[src/rtl/bpa_pkg.sv]
package bpa_pkg;
    typedef enum logic [2:0] {
        ST_IDLE,
        ST_ZERO,
        ST_SETTLE,
        ST_SAMPLE,
        ST_STEP,
        ST_CALC,
        ST_DONE
    } bpa_state_e;
endpackage

[src/rtl/bpa_settle_timer.sv]
module bpa_settle_timer #(
    parameter int SETTLE_CYC = 8
) (
    input  logic clk,
    input  logic rst_n,
    input  logic kick,
    output logic expired
);
    localparam int CNT_W = $clog2(SETTLE_CYC + 1);

    typedef struct packed {
        logic             running;
        logic [CNT_W-1:0] cnt;
    } tmr_t;

    tmr_t tmr_d, tmr_q;

    always_comb begin
        tmr_d   = tmr_q;
        expired = 1'b0;
        if (kick) begin
            tmr_d.running = 1'b1;
            tmr_d.cnt     = CNT_W'(SETTLE_CYC - 1);
        end else if (tmr_q.running) begin
            if (tmr_q.cnt == '0) begin
                expired       = 1'b1;
                tmr_d.running = 1'b0;
            end else begin
                tmr_d.cnt = tmr_q.cnt - 1'b1;
            end
        end
    end

    always_ff @(posedge clk) begin
        if (!rst_n) tmr_q <= '0;
        else        tmr_q <= tmr_d;
    end

    // The sequencer must not restart the wait while one is still running.
    assert_no_rekick_R3: assert property (@(posedge clk) disable iff (!rst_n)
        kick |-> !tmr_q.running);
endmodule

[src/rtl/bpa_edge_finder.sv]
module bpa_edge_finder #(
    parameter int TAP_W      = 5,
    parameter int STABLE_RUN = 4
) (
    input  logic             clk,
    input  logic             rst_n,
    input  logic             clr,
    input  logic             smp_en,
    input  logic             smp_val,
    input  logic [TAP_W-1:0] cur_tap,
    output logic             rise_found,
    output logic [TAP_W-1:0] rise_tap,
    output logic             fall_found,
    output logic [TAP_W-1:0] fall_tap
);
    localparam int LEN_W = $clog2(STABLE_RUN + 1);
    localparam logic [LEN_W-1:0] RUN_FULL = LEN_W'(STABLE_RUN);

    typedef struct packed {
        logic             have;
        logic             run_val;
        logic [LEN_W-1:0] run_len;
        logic [LEN_W-1:0] pre_len;
        logic [TAP_W-1:0] cand;
        logic             rise_f;
        logic [TAP_W-1:0] rise_t;
        logic             fall_f;
        logic [TAP_W-1:0] fall_t;
    } ef_t;

    ef_t ef_d, ef_q;

    always_comb begin
        ef_d = ef_q;
        if (clr) begin
            ef_d = '0;
        end else if (smp_en) begin
            if (!ef_q.have) begin
                ef_d.have    = 1'b1;
                ef_d.run_val = smp_val;
                ef_d.run_len = LEN_W'(1);
                ef_d.pre_len = '0;
            end else if (smp_val == ef_q.run_val) begin
                if (ef_q.run_len < RUN_FULL) begin
                    ef_d.run_len = ef_q.run_len + 1'b1;
                    if (ef_q.run_len == RUN_FULL - 1'b1 && ef_q.pre_len == RUN_FULL) begin
                        if (smp_val && !ef_q.rise_f) begin
                            ef_d.rise_f = 1'b1;
                            ef_d.rise_t = ef_q.cand;
                        end
                        if (!smp_val && !ef_q.fall_f) begin
                            ef_d.fall_f = 1'b1;
                            ef_d.fall_t = ef_q.cand;
                        end
                    end
                end
            end else begin
                ef_d.pre_len = ef_q.run_len;
                ef_d.run_val = smp_val;
                ef_d.run_len = LEN_W'(1);
                ef_d.cand    = cur_tap;
            end
        end
    end

    always_ff @(posedge clk) begin
        if (!rst_n) ef_q <= '0;
        else        ef_q <= ef_d;
    end

    assign rise_found = ef_q.rise_f;
    assign rise_tap   = ef_q.rise_t;
    assign fall_found = ef_q.fall_f;
    assign fall_tap   = ef_q.fall_t;

    // A rising edge is only taken once a full run of ones has been seen.
    assert_rise_confirmed_R4: assert property (@(posedge clk) disable iff (!rst_n)
        $rose(ef_q.rise_f) |-> (ef_q.run_val && ef_q.run_len == RUN_FULL));
    assert_fall_confirmed_R4: assert property (@(posedge clk) disable iff (!rst_n)
        $rose(ef_q.fall_f) |-> (!ef_q.run_val && ef_q.run_len == RUN_FULL));
endmodule

[src/rtl/bpa_tap_calc.sv]
module bpa_tap_calc #(
    parameter int TAP_W    = 5,
    parameter int EDGE_OFS = 8
) (
    input  logic             rise_found,
    input  logic [TAP_W-1:0] rise_tap,
    input  logic             fall_found,
    input  logic [TAP_W-1:0] fall_tap,
    output logic [TAP_W-1:0] fin_tap,
    output logic             no_edge
);
    localparam int LAST_TAP = (1 << TAP_W) - 1;

    logic [TAP_W:0]   sum;
    logic [TAP_W-1:0] one_edge;
    logic [TAP_W:0]   fwd;

    always_comb begin
        sum      = {1'b0, rise_tap} + {1'b0, fall_tap};
        one_edge = rise_found ? rise_tap : fall_tap;
        fwd      = {1'b0, one_edge} + (TAP_W + 1)'(EDGE_OFS);
        no_edge  = !rise_found && !fall_found;
        if (rise_found && fall_found)
            fin_tap = sum[TAP_W:1];
        else if (no_edge)
            fin_tap = '0;
        else if (fwd <= (TAP_W + 1)'(LAST_TAP))
            fin_tap = fwd[TAP_W-1:0];
        else
            fin_tap = one_edge - TAP_W'(EDGE_OFS);
    end
endmodule

[src/rtl/bpa_phase_align.sv]
module bpa_phase_align #(
    parameter int TAP_W      = 5,
    parameter int SETTLE_CYC = 8,
    parameter int STABLE_RUN = 4,
    parameter int EDGE_OFS   = 8
) (
    input  logic             clk,
    input  logic             rst_n,
    input  logic             start,
    input  logic             samp_in,
    output logic [TAP_W-1:0] tap_o,
    output logic             tap_load_o,
    output logic             done_o,
    output logic             err_o
);
    import bpa_pkg::*;

    localparam int LAST_TAP = (1 << TAP_W) - 1;

    typedef struct packed {
        bpa_state_e       state;
        logic [TAP_W-1:0] tap;
        logic             load;
        logic             done;
        logic             err;
    } ctl_t;

    ctl_t ctl_d, ctl_q;

    logic             kick, expired, clr, smp_en;
    logic             rise_found, fall_found, no_edge;
    logic [TAP_W-1:0] rise_tap, fall_tap, fin_tap;

    bpa_settle_timer #(.SETTLE_CYC(SETTLE_CYC)) settle_i (
        .clk(clk), .rst_n(rst_n), .kick(kick), .expired(expired)
    );

    bpa_edge_finder #(.TAP_W(TAP_W), .STABLE_RUN(STABLE_RUN)) edges_i (
        .clk(clk), .rst_n(rst_n), .clr(clr), .smp_en(smp_en),
        .smp_val(samp_in), .cur_tap(ctl_q.tap),
        .rise_found(rise_found), .rise_tap(rise_tap),
        .fall_found(fall_found), .fall_tap(fall_tap)
    );

    bpa_tap_calc #(.TAP_W(TAP_W), .EDGE_OFS(EDGE_OFS)) calc_i (
        .rise_found(rise_found), .rise_tap(rise_tap),
        .fall_found(fall_found), .fall_tap(fall_tap),
        .fin_tap(fin_tap), .no_edge(no_edge)
    );

    always_comb begin
        ctl_d      = ctl_q;
        ctl_d.load = 1'b0;
        kick       = 1'b0;
        clr        = 1'b0;
        smp_en     = 1'b0;
        case (ctl_q.state)
            ST_IDLE, ST_DONE: begin
                if (start) begin
                    ctl_d.state = ST_ZERO;
                    ctl_d.done  = 1'b0;
                    ctl_d.err   = 1'b0;
                    clr         = 1'b1;
                end
            end
            ST_ZERO: begin
                ctl_d.tap   = '0;
                ctl_d.load  = 1'b1;
                kick        = 1'b1;
                ctl_d.state = ST_SETTLE;
            end
            ST_SETTLE: begin
                if (expired) ctl_d.state = ST_SAMPLE;
            end
            ST_SAMPLE: begin
                smp_en      = 1'b1;
                ctl_d.state = (ctl_q.tap == TAP_W'(LAST_TAP)) ? ST_CALC : ST_STEP;
            end
            ST_STEP: begin
                ctl_d.tap   = ctl_q.tap + 1'b1;
                ctl_d.load  = 1'b1;
                kick        = 1'b1;
                ctl_d.state = ST_SETTLE;
            end
            ST_CALC: begin
                ctl_d.tap   = fin_tap;
                ctl_d.load  = 1'b1;
                ctl_d.done  = 1'b1;
                ctl_d.err   = no_edge;
                ctl_d.state = ST_DONE;
            end
            default: ctl_d.state = ST_IDLE;
        endcase
    end

    always_ff @(posedge clk) begin
        if (!rst_n) begin
            ctl_q       <= '0;
            ctl_q.state <= ST_IDLE;
        end else begin
            ctl_q <= ctl_d;
        end
    end

    assign tap_o      = ctl_q.tap;
    assign tap_load_o = ctl_q.load;
    assign done_o     = ctl_q.done;
    assign err_o      = ctl_q.err;

    assert_tap_only_on_load_R2: assert property (@(posedge clk) disable iff (!rst_n)
        !$stable(tap_o) |-> tap_load_o);
    assert_load_single_R3: assert property (@(posedge clk) disable iff (!rst_n)
        tap_load_o |=> !tap_load_o);
    assert_err_tap_zero_R7: assert property (@(posedge clk) disable iff (!rst_n)
        err_o |-> (done_o && tap_o == '0));
    assert_done_held_R8: assert property (@(posedge clk) disable iff (!rst_n)
        (done_o && !start) |=> done_o);
    assert_done_with_load_R8: assert property (@(posedge clk) disable iff (!rst_n)
        $rose(done_o) |-> tap_load_o);
endmodule

[config.mk]
export PLATFORM = sky130hd
export DESIGN_NAME = bpa_phase_align
export DESIGN_NICKNAME = d
export VERILOG_FILES = /design/src/rtl/bpa_pkg.sv /design/src/rtl/bpa_settle_timer.sv /design/src/rtl/bpa_edge_finder.sv /design/src/rtl/bpa_tap_calc.sv /design/src/rtl/bpa_phase_align.sv
export SDC_FILE = /design/constraint.sdc
export NUM_CORES = 1
export LEC_CHECK = 0
export BUFFER_PORTS_ARGS = -buffer_cell sky130_fd_sc_hd__buf_4
export CAP_MARGIN = 20
export CORE_AREA = 3 3 74 76
export DETAILED_ROUTE_END_ITERATION = 12
export DIE_AREA = 0 0 77 79
export GPL_TIMING_DRIVEN = 0
export PLACE_DENSITY = 0.69
export SLEW_MARGIN = 30
export SYNTH_ARGS = -nofsm -noshare
export SYNTH_HDL_FRONTEND = slang
export SYNTH_HIERARCHICAL = 1
export SYNTH_SLANG_ARGS = --single-unit
export TNS_END_PERCENT = 10
[constraint.sdc]
create_clock -name clk -period 1.8 [get_ports clk]
set_input_delay 0.36 -clock clk [delete_from_list [all_inputs] [get_ports clk]]
set_output_delay 0.36 -clock clk [all_outputs]
set_load 0.02 [all_outputs]
== Word level (Yosys, flattened, before mapping) ==
Cells that the tools add are included.
Word-level totals
  register bits after elaboration: 41
  bits of input ports: 4
  output and inout bits: 8
  logic and storage cells: 96
Operators by class
  $add $sub $neg: 6
  $lt $le $gt $ge: 2
  eq/ne operators: 15
  multiplexer cells: 27
  bitwise logic cells: 3
  reductions and logical operators: 26
Operator list (count)
  $mux 5: 6
  $pmux 6 s3: 1
  $pmux 3 s5: 1
  $eq 3x3->1 const B: 4
  $mux 3: 4
  $reduce_and 2->1: 6
  $reduce_and 6->1: 2
  $mux 1: 10
  $eq 3x2->1 const B: 3
  $mux 8: 1
  $ne 2x2->1 const B: 4
  $reduce_or 2->1: 4
  $mux 7: 1
  $add 5x4->6 const B: 1
  $add 5x5->6: 1
  $le 6x5->1 const B: 1
  $add 5x1->5 const B: 1
  $eq 5x5->1 const B: 1
  $logic_and 1x1->1: 5
  $sub 5x4->5 const B: 1
  $logic_not 4->1: 1
  $mux 4: 1
  $pmux 2 s2: 1
  $reduce_bool 2->1: 2
  12 further kinds: 16

== Logic depth before layout (Yosys ltp) ==
  word-level depth: 7
  mapped depth: 9
  depth with buffers taken out: 8

== By module ==
Netlist, hierarchy kept.
Modules (own cells, without submodules)
  bpa_edge_finder: instances 1, cells each 113, area an instance 1126.1 sq um, seq. area each 500.5 sq um
  bpa_phase_align: instances 1, cells each 82, area an instance 690.7 sq um, seq. area each 220.2 sq um
  bpa_tap_calc: instances 1, cells each 49, area an instance 342.8 sq um, seq. area each 0.0 sq um
  bpa_settle_timer: instances 1, cells each 29, area an instance 282.8 sq um, seq. area each 100.1 sq um

== Worst setup path before layout ==
Ideal clock, no wire load.
  kind: flip-flop to flip-flop
  start: register edges_i.ef_q, in the netlist edges_i/rise_tap[2]
  end: register ctl_q, in the netlist tap_o[3]
  library setup time: 0.075 ns
  arrival time: 1.763 ns
  required time: 1.725 ns
  path slack: -0.039 ns
  stages on the path, launching flop included: 9
  buffers on the path: 1
  clock period less this slack: 1.839 ns
  path through: dfxtp_1 -> buf_4 -> ha_1 -> nor2b_1 -> o21a_1 -> or4b_1 -> nand3_1 -> nand2_1 -> a31oi_1
On the way
  longest elaborated chain between the ends: 7
  elaborated cells between the ends (all ways): 9
  those cells by class: add/sub (3); order compare (1); mux (5)
Ends and longest elaborated chain
  from (decl): RTL line bpa_edge_finder.sv:31  | ef_t ef_d, ef_q;
  from (signal assigned): RTL line bpa_edge_finder.sv:67  | if (!rst_n) ef_q <= '0;
  from (signal assigned): RTL line bpa_edge_finder.sv:68  | else ef_q <= ef_d;
  $mux 5: RTL line bpa_tap_calc.sv:20  | one_edge = rise_found ? rise_tap : fall_tap;
  $add 5x4->6: RTL line bpa_tap_calc.sv:21  | fwd = {1'b0, one_edge} + (TAP_W + 1)'(EDGE_OFS);
  $le 6x5->1: RTL line bpa_tap_calc.sv:27  | else if (fwd <= (TAP_W + 1)'(LAST_TAP))
  $mux 5: RTL line bpa_tap_calc.sv:27
  $mux 5: RTL line bpa_tap_calc.sv:25  | else if (no_edge)
  $mux 5 *: RTL line bpa_tap_calc.sv:23  | if (rise_found && fall_found)
  via fin_tap[3]: RTL line bpa_phase_align.sv:32  | logic [TAP_W-1:0] rise_tap, fall_tap, fin_tap;
  $pmux 6 s3 *: RTL line bpa_phase_align.sv:57  | case (ctl_q.state)
  to (signal assigned): RTL line bpa_phase_align.sv:101  | ctl_q <= ctl_d;
  to (decl): RTL line bpa_phase_align.sv:28  | ctl_t ctl_d, ctl_q;
The timed path passes the listed nets; every way through them passes the cells marked *.
A chain may end at the register's enable or synchronous reset.

== Worst setup path after layout ==
  start: register edges_i.ef_q, in the netlist edges_i/rise_found
  end: register ctl_q, in the netlist tap_o[4]
Same word-level chain as after synthesis.

==> metrics.csv <==
metric,value,unit
vias,1913,
ys_top_cells_by_area,"dfxtp_1, mux2i_1, ha_1",
antenna_found_initial,0,
worstHoldEndpoint,tap_o[0],
dpl.hpwl,3.61,mm
slowest_delay,370,ps
failed_checks,negative setup slack,
fin_skew,13.7,ps
globalplace.congestion,0.888,
cp.arrival,2040,ps
p_sw_share,23.3,%
worstSkewPairLatency,300,ps
first_pass_iters,4,
yosysTopAreaCellShare,33.6,%
hold_viol,0,
cts_tree,built,
ys_async_sr_fraction,0,%
slew_headroom,74.8,%
hp-start,rst_n,
core-area,4790,um^2
syn_area,2440,um^2
cap_violations,0,
gr-usage-all-layers,17.6,%
timing.final.crit_period,1850,ps
drc,0,
placementRows,25,
status,finished with violations,
synth_cell_types,64,
fin_setup_tns,-87.2,ps
r2r_setup_slack,-50,ps
reg2reg_from,edges_i/rise_found,
area_growth,19.2,%
rsz0062_at_grt,yes,
synth_edf_count,0,
wirelength,5.02,mm
hp-class,input pin to flip-flop,
num_io_pins,12,
cp_slowest_cell,dfxtp_4,
rr_worst_depth,7,
p_leak,1.14,nW
drive_above_1_share,30.6,%
yosys_register_bits,41,
cts.clk_slew.worst_paths,80,ps
cts_root_buf,clkbuf_8,
pwr_density_cell,657,nW/um^2
dieArea,6080,um^2
tightest_slew,377,ps
power.total,1.91,mW
yosys.cell_count.top_type,dfxtp_1,
syn-num-nets,289,
cp_max_fo,10,
synth_warnings,6,
clkPwrFrac,39.9,%
drt_iter0_drc,64,
worstSetupPathType,flip-flop to flip-flop,
cts_sinks,41,
p_seq_share,49.1,%
irDropWorstVdd,0.469,mV
wl_per_cell,13.8,um
synth_common_cells,"dfxtp_1, nor2_1, nand2_1",
internal-power,1.47,mW
viasPerCell,5.26,
synth_area_per_cell,8.95,um^2
fin_util,60.8,%
n_antenna_cell,0,
final_nets,312,
fp.dieH,79,um
grt_pass1_wl,8.69,mm
required,1990,ps
max_freq,540,MHz
p_sw,446,uW
synth_ff_type,dfxtp_1,
yosysTopAreaCell,dfxtp_1,
grt_pass1_vias,1839,
setup_viol,2,
port_buffers,11,
cts_buffers,5,
htree_levels,2,
endpoint_kind,flip-flop,
initial_utilization,51.0,%
grt_max_degree,13,
drv_slew,0,
holdPathStages,2,
layout_setup_ws,-53.2,ps
syn-instance-count,273,
overflow,0,
cts_buffer_depth,2,
start_kind,flip-flop,
yosysSeqAreaShare,33.6,%
crit_chain,buf_6 -> mux2_2 -> ha_1 -> o22ai_1 -> o22ai_2 -> a22oi_1 -> a21oi_1,
fp.dieW,77,um
ant_nets,0,
regToRegEndpoint,tap_o[4],
comb_power_share,11.1,%
finalCritPeriodShare,103,%
## power by group through the flow
stage	Combinational [mW]	Sequential [mW]	Clock (mW)
after floorplan	0.148	0.959	0
after global placement	0.195	0.961	0
after detailed placement	0.197	0.961	0
after CTS	0.202	0.940	0.778
after global routing	0.235	0.941	0.813
final	0.212	0.939	0.763
## cell families (layout without fill, tap and decap cells)
logic type      count (synthesis)  count (layout)  synth area share, %
fa+ha+maj                      12              12                 6.45
xor+xnor                        5               5                 2.10
buf+inv                        39              63                 9.27
mux                            22              22                 9.12
flops                          41              41                 33.6
simple gates                  105             105                 25.8
compound gates                 49              49                 13.6
## state kept, by name, summed over array words and instances (netlist names)
signal,cells
settle_i/tmr_q,5
edges_i/fall_found,1
edges_i/rise_tap,5
tap_load_o,1
err_o,1
done_o,1
tap_o,5
edges_i/fall_tap,5
edges_i/rise_found,1
edges_i/ef_q,13
ctl_q,3
## worst max-delay path by stage
stage / slack, ps / to / startpoint
after global placement: -300 / edges_i/ef_q[16] / ctl_q[8]
final: -50 / tap_o[4] / edges_i/rise_found
after CTS: -100 / tap_o[2] / edges_i/rise_tap[1]
after global routing: -150 / tap_o[4] / edges_i/rise_found
after detailed placement: -320 / edges_i/ef_q[12] / ctl_q[8]
after floorplan: -10 / tap_o[2] / edges_i/rise_tap[1]
## final cells by class
cell class                 instances  area (um^2)
fill                             440         1870
multi-input combinational        193         1490
sequential                        41          833
buffer                            27          208
timing repair buffer              18          139
clock buffer                       7         86.3
tap                               67         83.8
inverter                          10         37.5
clock inverter                     1         30.0
## critical path: cells and delay by family (launching register included)
kind,cells,cell delay (ps)
buffers and inverters,1,130
DFF,1,370
adders and majority gates,1,310
AOI/OAI and AO/OA,4,580
muxes,1,350
## through the flow
stage / hold WS, ps / worst slack (ps) / instances / cell area (um^2)
2_1_floorplan: 435 / -11.7 / 273 / 2450
3_3_place_gp: 445 / -300 / 351 / 2620
3_5_place_dp: 451 / -324 / 351 / 2620
4_1_cts: 353 / -99.9 / 363 / 2800
5_1_grt: 367 / -145 / 364 / 2910
6_report: 362 / -53.2 / 364 / 2910
## cells in the final DEF (no fill, tap or decap), drive strengths merged, types with 2 or more instances in the layout
cell type,n
and3b,2
clkbuf,10
a22oi,2
inv,9
dfxtp,41
nor3b,3
nor4,4
nand2,22
a22o,3
a211oi,2
nand4b,4
nor2b,6
nand3b,2
and2,3
nand3,3
xor2,2
ha,11
a21oi,13
or3,2
nand2b,8
o21ai,6
mux2i,20
a31oi,2
nor3,10
xnor2,3
or3b,2
o21a,6
buf,42
mux2,2
o22ai,2
a21o,3
a32o,3
nor2,24
## routing by layer
metal / part of all wire (%) / GRT usage (%) / wire, um / vias to the layer above
met1: 51 / 24.5 / 2560 / 895
met2: 46 / 27.8 / 2310 / 22
met5: 0 / 0 / 0 / -
met4: 0.78 / 4.80 / 39 / 0
li1: - / - / - / 992
met3: 2.3 / 3.40 / 113 / 4
## what timing repair did
action,CTS,global route
pin swaps,5,13
hold buffers,0,0
resized for setup,10,32
setup buffers,5,2
setup endpoints to repair,27,28
(Power assumes the default switching activity.)
